### config.mk
export PLATFORM = sky130hd
export DESIGN_NAME = seg7_scan_top
export DESIGN_NICKNAME = d
export VERILOG_FILES = /design/src/rtl/seg7_pkg.sv /design/src/rtl/seg7_slot_timer.sv /design/src/rtl/seg7_digit_seq.sv /design/src/rtl/seg7_out_stage.sv /design/src/rtl/seg7_scan_top.sv
export SDC_FILE = /design/constraint.sdc
export NUM_CORES = 1
export LEC_CHECK = 0
export BUFFER_PORTS_ARGS = -buffer_cell sky130_fd_sc_hd__buf_2
export CAP_MARGIN = 20
export CORE_ASPECT_RATIO = 0.5
export CORE_UTILIZATION = 30
export DETAILED_ROUTE_END_ITERATION = 12
export HOLD_SLACK_MARGIN = 0.15
export SLEW_MARGIN = 20
export SYNTH_ARGS = -nofsm -noshare
export SYNTH_HDL_FRONTEND = slang
export SYNTH_SLANG_ARGS = --single-unit
### constraint.sdc
create_clock -name clk_i -period 5.95 [get_ports clk_i]
set_clock_uncertainty 0.15 [all_clocks]
set_input_delay 0 -clock clk_i [delete_from_list [all_inputs] [get_ports clk_i]]
set_output_delay 0 -clock clk_i [all_outputs]
set_load 0.01 [all_outputs]
### src/rtl/seg7_pkg.sv
package seg7_pkg;

   // number of equal parts a lit window is cut into
   localparam int unsigned QUARTERS = 4;
   localparam int unsigned LVL_W    = 2;

   typedef enum logic [LVL_W-1:0] {
      LVL_FULL  = 2'd0,
      LVL_3Q    = 2'd1,
      LVL_HALF  = 2'd2,
      LVL_1Q    = 2'd3
   } level_e;

   function automatic int unsigned idx_width(input int unsigned n);
      return (n < 2) ? 1 : $clog2(n);
   endfunction

endpackage

### src/rtl/seg7_slot_timer.sv
// Slot position counter and lit-window decode for one digit slot.
module seg7_slot_timer
   import seg7_pkg::*;
#(
   parameter int unsigned DIV_W = 8,
   parameter int unsigned POS_W = DIV_W + 3
) (
   input  logic             clk_i,
   input  logic             rst_ni,
   input  logic             restart_i,
   input  logic             tick_i,
   input  logic [DIV_W-1:0] period_i,
   input  level_e           level_i,
   output logic             wrap_o,
   output logic             lit_o
);

   logic [POS_W-1:0] pos_q;
   logic [POS_W-1:0] unit_len;
   logic [POS_W-1:0] slot_last;
   logic [POS_W-1:0] on_end;

   always_comb begin
      unit_len  = POS_W'(period_i) + POS_W'(1);
      slot_last = unit_len << 2;
      unique case (level_i)
         LVL_FULL: on_end = unit_len << 2;
         LVL_3Q:   on_end = (unit_len << 1) + unit_len;
         LVL_HALF: on_end = unit_len << 1;
         default:  on_end = unit_len;
      endcase
   end

   // >= keeps the counter sane if the period shrinks mid-slot
   assign wrap_o = tick_i && (pos_q >= slot_last);
   assign lit_o  = (pos_q != '0) && (pos_q <= on_end);

   always_ff @(posedge clk_i or negedge rst_ni) begin
      if (!rst_ni) begin
         pos_q <= '0;
      end else if (restart_i) begin
         pos_q <= '0;
      end else if (tick_i) begin
         if (pos_q >= slot_last) pos_q <= '0;
         else                    pos_q <= pos_q + POS_W'(1);
      end
   end

endmodule

### src/rtl/seg7_digit_seq.sv
// Digit index sequencer: steps through 0..last_i and wraps.
module seg7_digit_seq #(
   parameter int unsigned IDX_W = 3
) (
   input  logic             clk_i,
   input  logic             rst_ni,
   input  logic             restart_i,
   input  logic             advance_i,
   input  logic [IDX_W-1:0] last_i,
   output logic [IDX_W-1:0] dig_o
);

   logic [IDX_W-1:0] dig_q;

   always_ff @(posedge clk_i or negedge rst_ni) begin
      if (!rst_ni) begin
         dig_q <= '0;
      end else if (restart_i) begin
         dig_q <= '0;
      end else if (advance_i) begin
         if (dig_q >= last_i) dig_q <= '0;
         else                 dig_q <= dig_q + IDX_W'(1);
      end
   end

   assign dig_o = dig_q;

endmodule

### src/rtl/seg7_out_stage.sv
// Common decode and segment pattern select, gated by run and lit window.
module seg7_out_stage #(
   parameter int unsigned NUM_DIGITS = 5,
   parameter int unsigned SEG_W      = 8,
   parameter int unsigned IDX_W      = 3
) (
   input  logic                        run_i,
   input  logic                        lit_i,
   input  logic [IDX_W-1:0]            dig_i,
   input  logic [NUM_DIGITS*SEG_W-1:0] pattern_i,
   output logic [SEG_W-1:0]            seg_o,
   output logic [NUM_DIGITS-1:0]       com_o
);

   logic [SEG_W-1:0]      pat_arr [NUM_DIGITS];
   logic [NUM_DIGITS-1:0] hit;
   logic                  show;

   for (genvar k = 0; k < NUM_DIGITS; k++) begin : g_digit
      assign pat_arr[k] = pattern_i[k*SEG_W +: SEG_W];
      assign hit[k]     = (dig_i == IDX_W'(k));
   end

   assign show  = run_i && lit_i;
   assign com_o = show ? hit : '0;

   always_comb begin
      seg_o = '0;
      for (int k = 0; k < NUM_DIGITS; k++) begin
         if (show && hit[k]) seg_o = pat_arr[k];
      end
   end

endmodule

### src/rtl/seg7_scan_top.sv
module seg7_scan_top
   import seg7_pkg::*;
#(
   parameter int unsigned NUM_DIGITS = 5,
   parameter int unsigned SEG_W      = 8,
   parameter int unsigned CNT_W      = 3,
   parameter int unsigned DIV_W      = 8
) (
   input  logic                        clk_i,
   input  logic                        rst_ni,
   input  logic                        tick_i,
   input  logic                        mod_en_i,
   input  logic                        disp_on_i,
   input  logic [CNT_W-1:0]            dig_cnt_i,
   input  logic [DIV_W-1:0]            period_i,
   input  logic [LVL_W-1:0]            bright_i,
   input  logic [NUM_DIGITS*SEG_W-1:0] pattern_i,
   output logic [SEG_W-1:0]            seg_o,
   output logic [NUM_DIGITS-1:0]       com_o
);

   localparam int unsigned IDX_W = idx_width(NUM_DIGITS);
   localparam int unsigned POS_W = DIV_W + 3;

   if (NUM_DIGITS < 1 || NUM_DIGITS > (1 << CNT_W)) begin : g_bad_digits
      $error("NUM_DIGITS must be 1..2**CNT_W");
   end
   if (DIV_W < 1) begin : g_bad_div
      $error("DIV_W must be at least 1");
   end

   logic             run;
   logic             restart;
   logic             wrap;
   logic             lit;
   logic [CNT_W-1:0] cnt_q;
   logic [IDX_W-1:0] last_idx;
   logic [IDX_W-1:0] dig_idx;

   // illegal display-on with module disabled falls out as not running
   assign run = mod_en_i && disp_on_i;

   always_ff @(posedge clk_i or negedge rst_ni) begin
      if (!rst_ni) cnt_q <= '0;
      else         cnt_q <= dig_cnt_i;
   end

   // stopped, or count changed: hold everything at digit 0, position 0
   assign restart = !run || (dig_cnt_i != cnt_q);

   always_comb begin
      if (dig_cnt_i >= CNT_W'(NUM_DIGITS - 1)) last_idx = IDX_W'(NUM_DIGITS - 1);
      else                                     last_idx = IDX_W'(dig_cnt_i);
   end

   seg7_slot_timer #(
      .DIV_W (DIV_W),
      .POS_W (POS_W)
   ) i_slot_timer (
      .clk_i     (clk_i),
      .rst_ni    (rst_ni),
      .restart_i (restart),
      .tick_i    (tick_i),
      .period_i  (period_i),
      .level_i   (level_e'(bright_i)),
      .wrap_o    (wrap),
      .lit_o     (lit)
   );

   seg7_digit_seq #(
      .IDX_W (IDX_W)
   ) i_digit_seq (
      .clk_i     (clk_i),
      .rst_ni    (rst_ni),
      .restart_i (restart),
      .advance_i (wrap),
      .last_i    (last_idx),
      .dig_o     (dig_idx)
   );

   seg7_out_stage #(
      .NUM_DIGITS (NUM_DIGITS),
      .SEG_W      (SEG_W),
      .IDX_W      (IDX_W)
   ) i_out_stage (
      .run_i     (run),
      .lit_i     (lit),
      .dig_i     (dig_idx),
      .pattern_i (pattern_i),
      .seg_o     (seg_o),
      .com_o     (com_o)
   );

endmodule

Yosys cells after proc, flatten, opt, wreduce, memory -nomap -nowiden
Index checks and enable logic that the tools add are counted.
Widths: inputs -> output; s select.
{"block": "totals", "regBits": 17, "out_inout_bits": 13}
{"block": "classes", "n_addsub": 4, "order_cmp": 4, "n_eq_ne": 7, "muxes": 14, "n_reduce_logical": 16}
{"operator": "$mux 8", "n": 5}
{"operator": "$mux 11", "n": 3}
{"operator": "$pmux 11 s3", "n": 1}
{"operator": "$mux 3", "n": 4}
{"operator": "$add 11x1->11 const B", "n": 1}
{"operator": "$add 11x11->11", "n": 1}
{"operator": "$ge 11x11->1", "n": 1}
{"operator": "$le 11x11->1", "n": 1}
{"operator": "$reduce_bool 11->1", "n": 1}
{"operator": "$add 8x1->9 const B", "n": 1}
{"operator": "$logic_and 1x1->1", "n": 9}
{"operator": "$eq 3x2->1 const B", "n": 2}
{"operator": "$mux 5", "n": 1}
{"operator": "$reduce_bool 2->1", "n": 2}
{"operator": "$add 3x1->3 const B", "n": 1}
{"operator": "$eq 3x1->1 const B", "n": 1}
{"operator": "$eq 3x3->1 const B", "n": 1}
{"operator": "$ge 3x3->1", "n": 1}
{"operator": "$ge 3x3->1 const B", "n": 1}
{"operator": "$logic_not 3->1", "n": 1}
{"operator": "$ne 3x3->1", "n": 1}
{"operator": "$eq 2x1->1 const B", "n": 1}
{"operator": "$eq 2x2->1 const B", "n": 1}
{"operator": "$logic_not 2->1", "n": 1}
{"operator": "2 further kinds", "n": 2}

Depth between registers and ports, before layout
Gate-level depths: netlist of the first run.
{"block": "depth", "depth_word": 12, "ltp_mapped": 23, "ltp_nobuf": 21}

By module
From an unflattened synthesis of the first run, not the netlist that was laid out.
{"block": "unflattened", "hier_cells": 368, "hier_area_um2": 2907.8}
{"mod": "seg7_slot_timer", "instances": 1, "cells_per_inst": 254, "area_each_um2": 2025.7}
{"mod": "seg7_out_stage", "instances": 1, "cells_per_inst": 81, "area_each_um2": 524.3}
{"mod": "seg7_digit_seq", "instances": 1, "cells_per_inst": 22, "area_each_um2": 222.7}
{"mod": "seg7_scan_top", "instances": 1, "cells_per_inst": 11, "area_each_um2": 135.1}

Worst setup path after synthesis of the first run
No wires, ideal clock.
{"block": "synth_timing", "path_type": "input-to-output", "from": "in period_i[0]", "to": "out seg_o[6]", "arrival_time_ns": 4.166, "required_time_ns": 5.800, "slack_ns": 1.634, "path_stages": 23, "n_path_buf": 2, "path_cell_list": "ha_1 nand2b_2 nand2_2 ha_1 a21oi_1 a21o_4 a211oi_1 o31ai_1 nand2_1 a21oi_1 xor2_1 mux4_2 ha_1 nand4_1 nor2_1 nand2_1 o21ai_0 o22a_1 or3_1 clkbuf_1 clkbuf_1 nor2_1 a31oi_1"}
{"block": "synth_between", "elab_chain_len": 12}
{"item": "start: declaration", "line_no": "seg7_scan_top.sv:15", "rtl": "input logic [DIV_W-1:0] period_i,"}
{"item": "$add 8x1->9 *", "line_no": "seg7_slot_timer.sv:24", "rtl": "unit_len = POS_W'(period_i) + POS_W'(1);"}
{"item": "$add 11x11->11", "line_no": "seg7_slot_timer.sv:28", "rtl": "LVL_3Q: on_end = (unit_len << 1) + unit_len;"}
{"item": "$pmux 11 s3 *", "line_no": "seg7_slot_timer.sv:26", "rtl": "unique case (level_i)"}
{"item": "$le 11x11->1 *", "line_no": "seg7_slot_timer.sv:36", "rtl": "assign lit_o = (pos_q != '0) && (pos_q <= on_end);"}
{"item": "$logic_and 1x1->1 *", "line_no": "seg7_slot_timer.sv:36"}
{"item": "$logic_and 1x1->1 *", "line_no": "seg7_out_stage.sv:24", "rtl": "assign show = run_i && lit_i;"}
{"item": "$logic_and 1x1->1", "line_no": "seg7_out_stage.sv:30", "rtl": "if (show && hit[k]) seg_o = pat_arr[k];"}
{"item": "$mux 8 (4 in series)", "line_no": "seg7_out_stage.sv:30"}
{"item": "$mux 8 *", "line_no": "seg7_out_stage.sv:30"}
{"item": "end: declaration", "line_no": "seg7_scan_top.sv:18", "rtl": "output logic [SEG_W-1:0] seg_o,"}
Every way passes the cells marked *; elsewhere a longest branch is shown, timed or not.

Final worst setup path of the first run
{"block": "layout_timing", "from": "in period_i[0]", "to": "out seg_o[4]"}
The elaborated chain is that of the path after synthesis.

==> results of run 1 <==
[flip-flops by register name, summed over array words and instances, names as in the netlist]
name	count
cnt_q	3
i_digit_seq.dig_o	3
i_slot_timer.pos_q	11
[routing by layer]
layer	vias up	GRT usage (%)	routed length, µm
met2	84	25.9	3140
met3	7	0.950	430
met4	0	3.42	80
met5	-	0	0
met1	1244	21.4	3610
li1	1457	-	-
[layout make-up]
cell class	instances	share of cell area (%)
Sequential cell	17	13.0
Tap cell	117	4.46
Multi-Input combinational cell	294	64.5
Timing Repair Buffer	78	13.0
Inverter	24	2.74
Clock buffer	4	2.40
[Yosys cell counts (all sizes together) (3+ instances only)]
master | number | area (µm²)
mux4 | 3 | 71.3
inv | 21 | 78.8
a31oi | 17 | 106
nor2 | 23 | 86.3
a21oi | 22 | 114
xnor2 | 6 | 52.6
dfrtp | 17 | 425
a221o | 8 | 80.1
a21o | 9 | 75.1
nor2b | 5 | 31.3
nand2 | 40 | 153
a211oi | 6 | 57.6
nor3 | 6 | 40.0
o31ai | 3 | 22.5
o2111ai | 9 | 78.8
and3 | 8 | 51.3
nor4 | 3 | 18.8
xor2 | 8 | 70.1
nand4b | 7 | 61.3
nand2b | 5 | 33.8
buf | 9 | 63.8
or4 | 5 | 37.5
clkbuf | 10 | 37.5
clkinv | 3 | 11.3
ha | 36 | 450
and2 | 3 | 18.8
nand3 | 18 | 90.1
nand3b | 6 | 45.0
o21ai | 15 | 78.8
[how the worst max path moves through the flow]
stage	from	end	cells after the start
2_1_floorplan	period_i[0]	seg_o[6]	23
4_1_cts	period_i[0]	seg_o[4]	22
6_report	period_i[0]	seg_o[4]	22
5_1_grt	period_i[0]	seg_o[7]	22
3_3_place_gp	period_i[2]	seg_o[7]	21
3_5_place_dp	period_i[0]	seg_o[4]	22
[kinds of logic after synthesis]
group	count (synthesis)	synth area share (%)
XOR/XNOR	14	4.49
AND/OR/NAND/NOR	135	26.0
multiplexers	4	2.98
adder cells (fa/ha/maj)	36	16.5
flip-flops	17	15.6
buffers and inverters	43	7.01
AO/OA/AOI/OAI	105	27.5
[placed cells by master (no fill, tap or decap), drive strengths merged, types with 9 or more instances in the layout]
| master | n |
|---|---|
| a21o | 9 |
| a21oi | 22 |
| inv | 21 |
| o21ai | 15 |
| ha | 36 |
| o2111ai | 9 |
| dfrtp | 17 |
| nand3 | 18 |
| nor2 | 23 |
| buf | 72 |
| nand2 | 40 |
| a31oi | 17 |
[power breakdown]
part           internal (mW)  switching, mW  total [mW]
Clock                 0.0908         0.0414       0.132
Combinational         0.0643         0.0783       0.143
Sequential             0.117       0.000507       0.118
[critical path, delay by kind of cell]
kind | cells | cell delay [ns]
simple gates | 3 | 1.00
fa+ha+maj | 3 | 1.01
xor+xnor | 1 | 0.12
compound gates | 11 | 2.07
buf+inv | 4 | 0.51
==> results.yml, run 1 <==
cells_and_area:
  n_antenna_cell: 0
  area_delta_synth_final_pct: 20.1
  fillers: 940
  fin_nets: 512
  drive_gt1_share_pct: 21.6
  final_cells: 534
  post-route-util_pct: 37.4
  seqCellArea_um2: 425
  final_area_um2: 3280
  multi_input_area_um2: 2120
grt:
  grt_max_degree: 24
  antenna_found_initial: 0
  grt_pass1_wl_um: 11900
  grt_pass1_vias: 2545
  grt_usage_pct: 15.4
  overflow: 0
pwr:
  vdd_drop_max_mv: 0.0499
  power_uw: 392
  p_leak_nw: 1.51
  p_per_area_nw_per_um2: 120
detailed_routing:
  viasPerCell: 5.23
  routed_wl_um: 7260
  drtPass1Iterations: 4
  antenna_left: 0
  dr_total_vias: 2792
  initialDrtViolationCount: 105
  drc: 0
  wire_per_inst_um: 13.6
yosys:
  syn_nets: 448
  avgSynthCellArea_um2: 7.72
  netlist_instances: 354
  ys_seq_area_share_pct: 15.6
  synth_warnings: 0
  synth_cell_types: 61
  ys.flop_type: "dfrtp_1"
  synthesis.area_um2: 2730
  ys_ff_latch: 17
  synth_edf_count: 0
  async_flop_share_pct: 100
placed_design:
  io_buffers: 70
  dpl.cell_count: 524
  dp_hpwl_um: 5710
  place_congestion: 0.826
  placed_area_um2: 3140
  pre_cts_slack_ns: 1.07
die:
  start_util_pct: 31.2
  core-area_um2: 8770
  ioPinCount: 71
  chipWidth_um: 137
  rows: 24
  fp.dieH_um: 69.5
  die_area_um2: 9520
setup_path:
  cp.arrival_ns: 4.74
  critPathMaxFanout: 17
  r2r_slack_ns: 3.15
  slowest_delay_ns: 0.60
  r2r_end: "i_digit_seq.dig_o[2]"
  slowest_stage: "or3_1"
  crit_type: "primary input to primary output"
  critPathLaunchType: "primary input"
  path_cells: "buf_2, inv_1, ha_1, inv_1, ha_1, a21oi_1, a21o_4, a211oi_1, o311ai_1, nand4b_1, a21oi_2, xnor2_1, a31oi_1, ha_1, a21o_1, a21oi_1, o21ai_0, o22a_1, or3_1, nor2_1, a31oi_1, buf_2"
  required_ns: 5.80
  r2r_start: "i_slot_timer.pos_q[2]"
  reg2reg_depth: 12
  crit_path_end_kind: "primary output"
  cp_common_cell: "ha_1"
timing:
  fin_ws_ns: 1.06
  timing.hold.ws_ns: 0.185
  fin_setup_tns_ns: 0
  final_hold_viol_count: 0
  slew_headroom_pct: 48.2
  worst_pin_slew_ns: 0.775
  timing.final.crit_period_ns: 4.89
  setup_viol: 0
  rsz0062_at_grt: "no"
  maxSlewViolCount: 0
  clock.fmax_mhz: 205
  final_min_period_over_clock_period_pct: 82.1
min_path:
  hold_end: "seg_o[1]"
  hp-start: "pattern_i[25]"
  whs_path_depth: 4
  hold_class: "primary input to primary output"
clock_tree:
  cts_resized: 0
  numCtsBuffers: 3
  clock-sinks: 17
  post-cts-setup-buffer-count: 0
  root_buffer: "clkbuf_16"
  htreeDepth: 1
  holdBufCountCts: 6
  worstSkewPairLatency_ns: 0.25
  cts_tree: "built"
  ctsLongestPathBuffers: 2
run_status:
  status: "finished clean"
job:
  maxCapViolations: 0
Note: power is estimated with default switching activity, not from simulation.
==> run 2: changes to the inputs <==
Clock period 5.95 ns to 4.7 ns, I/O delays scaled along.
==> run 2 against run 1 <==
Against the previous run: clock power is 31% higher; via count is 2.6% higher; sequential share of layout area is 0.82 points lower; critical path depth is 3 higher; cell count is 2.4% higher; die area stayed put; combinational power is 46% higher.
==> results.yml, run 2 (synthesized netlist as in run 1, its figures left out) <==
die:
  ioPinCount: 71
  fp.dieH_um: 69.5
  start_util_pct: 31.2
  die_area_um2: 9520
  core-area_um2: 8770
  rows: 24
  chipWidth_um: 137
pwr:
  p_int_uw: 362
  netSwitchingFraction_pct: 31.8
  combPwrFrac_pct: 39.4
  p_clk_share_pct: 32.6
  power.switching_uw: 169
  seq_power_share_pct: 28.0
  p_leak_nw: 1.59
  p_per_area_nw_per_um2: 152
  vdd_drop_max_mv: 0.0838
grt:
  antenna_found_initial: 0
  grt_usage_pct: 15.1
  grt_pass1_vias: 2497
  grt_pass1_wl_um: 11600
  grt_max_degree: 25
  overflow: 0
cells_and_area:
  final_cell_mix: "buf_2 (70), nand2_1 (38), ha_1 (34), nor2_1 (22), a21oi_1 (19)"
  final_cells: 547
  drive_gt1_share_pct: 28.1
  largest_register_ffs: 11
  max_flop_register: "i_slot_timer.pos_q"
  final_common_cell: "buf_2"
  final_area_um2: 3500
  n_antenna_cell: 0
  fin_nets: 525
  area_delta_synth_final_pct: 28.2
detailed_routing:
  drtPass1Iterations: 4
  initialDrtViolationCount: 76
  antenna_left: 0
  dr_total_vias: 2865
  wire_per_inst_um: 13.5
  viasPerCell: 5.24
  routed_wl_um: 7360
  drc: 0
run_status:
  status: "finished clean"
setup_path:
  crit_path_end_kind: "primary output"
  crit_type: "primary input to primary output"
  cp.arrival_ns: 4.20
  reg2reg_depth: 12
  critPathLaunchType: "primary input"
  critPathMaxFanout: 17
  required_ns: 4.55
timing:
  final_hold_viol_count: 0
  timing.hold.ws_ns: 0.186
  rsz0062_at_grt: "no"
  worst_pin_slew_ns: 0.773
  clock.fmax_mhz: 230
  slew_headroom_pct: 48.3
  timing.final.crit_period_ns: 4.35
  maxSlewViolCount: 0
  final_min_period_over_clock_period_pct: 92.5
  setup_viol: 0
min_path:
  whs_path_depth: 4
  hold_class: "primary input to primary output"
clock_tree:
  ctsLongestPathBuffers: 2
  htreeDepth: 1
  root_buffer: "clkbuf_16"
  worstSkewPairLatency_ns: 0.25
  numCtsBuffers: 3
  cts_tree: "built"
  clock-sinks: 17
placed_design:
  dp_hpwl_um: 5660
  placed_area_um2: 3230
  io_buffers: 70
  dpl.cell_count: 535
  place_congestion: 0.829
job:
  maxCapViolations: 0
run 2: power groups by stage:
stage / Combinational, mW / Clock, mW / Sequential (mW)
detailed placement: 0.187 / 0 / 0.151
CTS: 0.191 / 0.176 / 0.149
global route: 0.234 / 0.186 / 0.149
global placement: 0.187 / 0 / 0.151
finish: 0.209 / 0.173 / 0.149
floorplan: 0.123 / 0 / 0.151
run 2: critical path, cell delays in order:
cell and delay, ns:
clkbuf_4 0.15, ha_4 0.17, buf_4 0.14, nand3_1 0.12, nand2_1 0.08, nand2_2 0.11, ha_4 0.18, a211oi_4 0.05
buf_6 0.14, a2111oi_4 0.40, o31ai_2 0.11, nand2_1 0.12, a21oi_2 0.07, xor2_1 0.13, mux4_2 0.46, ha_1 0.31
nand4_1 0.10, nor2_1 0.04, nand2_1 0.07, o21ai_0 0.09, o22a_2 0.30, or3_4 0.48, nor2_1 0.15, a31oi_2 0.05
buf_2 0.15
run 2: final cells by class:
type | count | area (µm²)
fillers | 892 | 5270
multi-input cells | 294 | 2230
repair buffers | 91 | 531
flip-flops and latches | 17 | 425
well taps | 117 | 146
inverters | 24 | 90.1
clock buffers | 3 | 75.1
clock inverters | 1 | 5.00
run 2: repair_timing:
item	in CTS	in global routing
endpoints found under the hold margin	31	0
buffers inserted	0	1
setup endpoints to repair	5	11
gates resized for setup	1	25
gates cloned	0	1
pin swaps	0	10
hold buffers	6	0
run 2: metrics by stage:
stage	worst slack [ns]	TNS, ns	utilization (%)	total power, mW
after floorplan	0.384	0	-	0.274
after global placement	0.0521	0	36.8	0.338
after detailed placement	-0.0391	-0.0695	36.8	0.338
after CTS	0.108	0	38.4	0.516
after global routing	0.00434	0	40.0	0.568
final	0.352	0	40.0	0.531
run 2: metal layers:
layer  up-vias  GRT usage, %  part of all wire, %
met5         -             0                    0
met4         0          5.01                  1.5
met3         7         0.585                  4.3
met2        73          24.9                   43
met1      1299          21.1                   51
li1       1486             -                    -
run 2: final timing paths:
path / from / end / slack (ns)
hold reg to reg: i_slot_timer.pos_q[0] / i_slot_timer.pos_q[0] / 0.40
min in group asynchronous: rst_ni / i_digit_seq.dig_o[2] / 0.74
setup reg to reg: i_slot_timer.pos_q[2] / i_digit_seq.dig_o[2] / 1.91
setup / recovery: period_i[0] / seg_o[6] / 0.35
hold / removal: pattern_i[27] / seg_o[3] / 0.19
max in group asynchronous: rst_ni / cnt_q[1] / 3.18
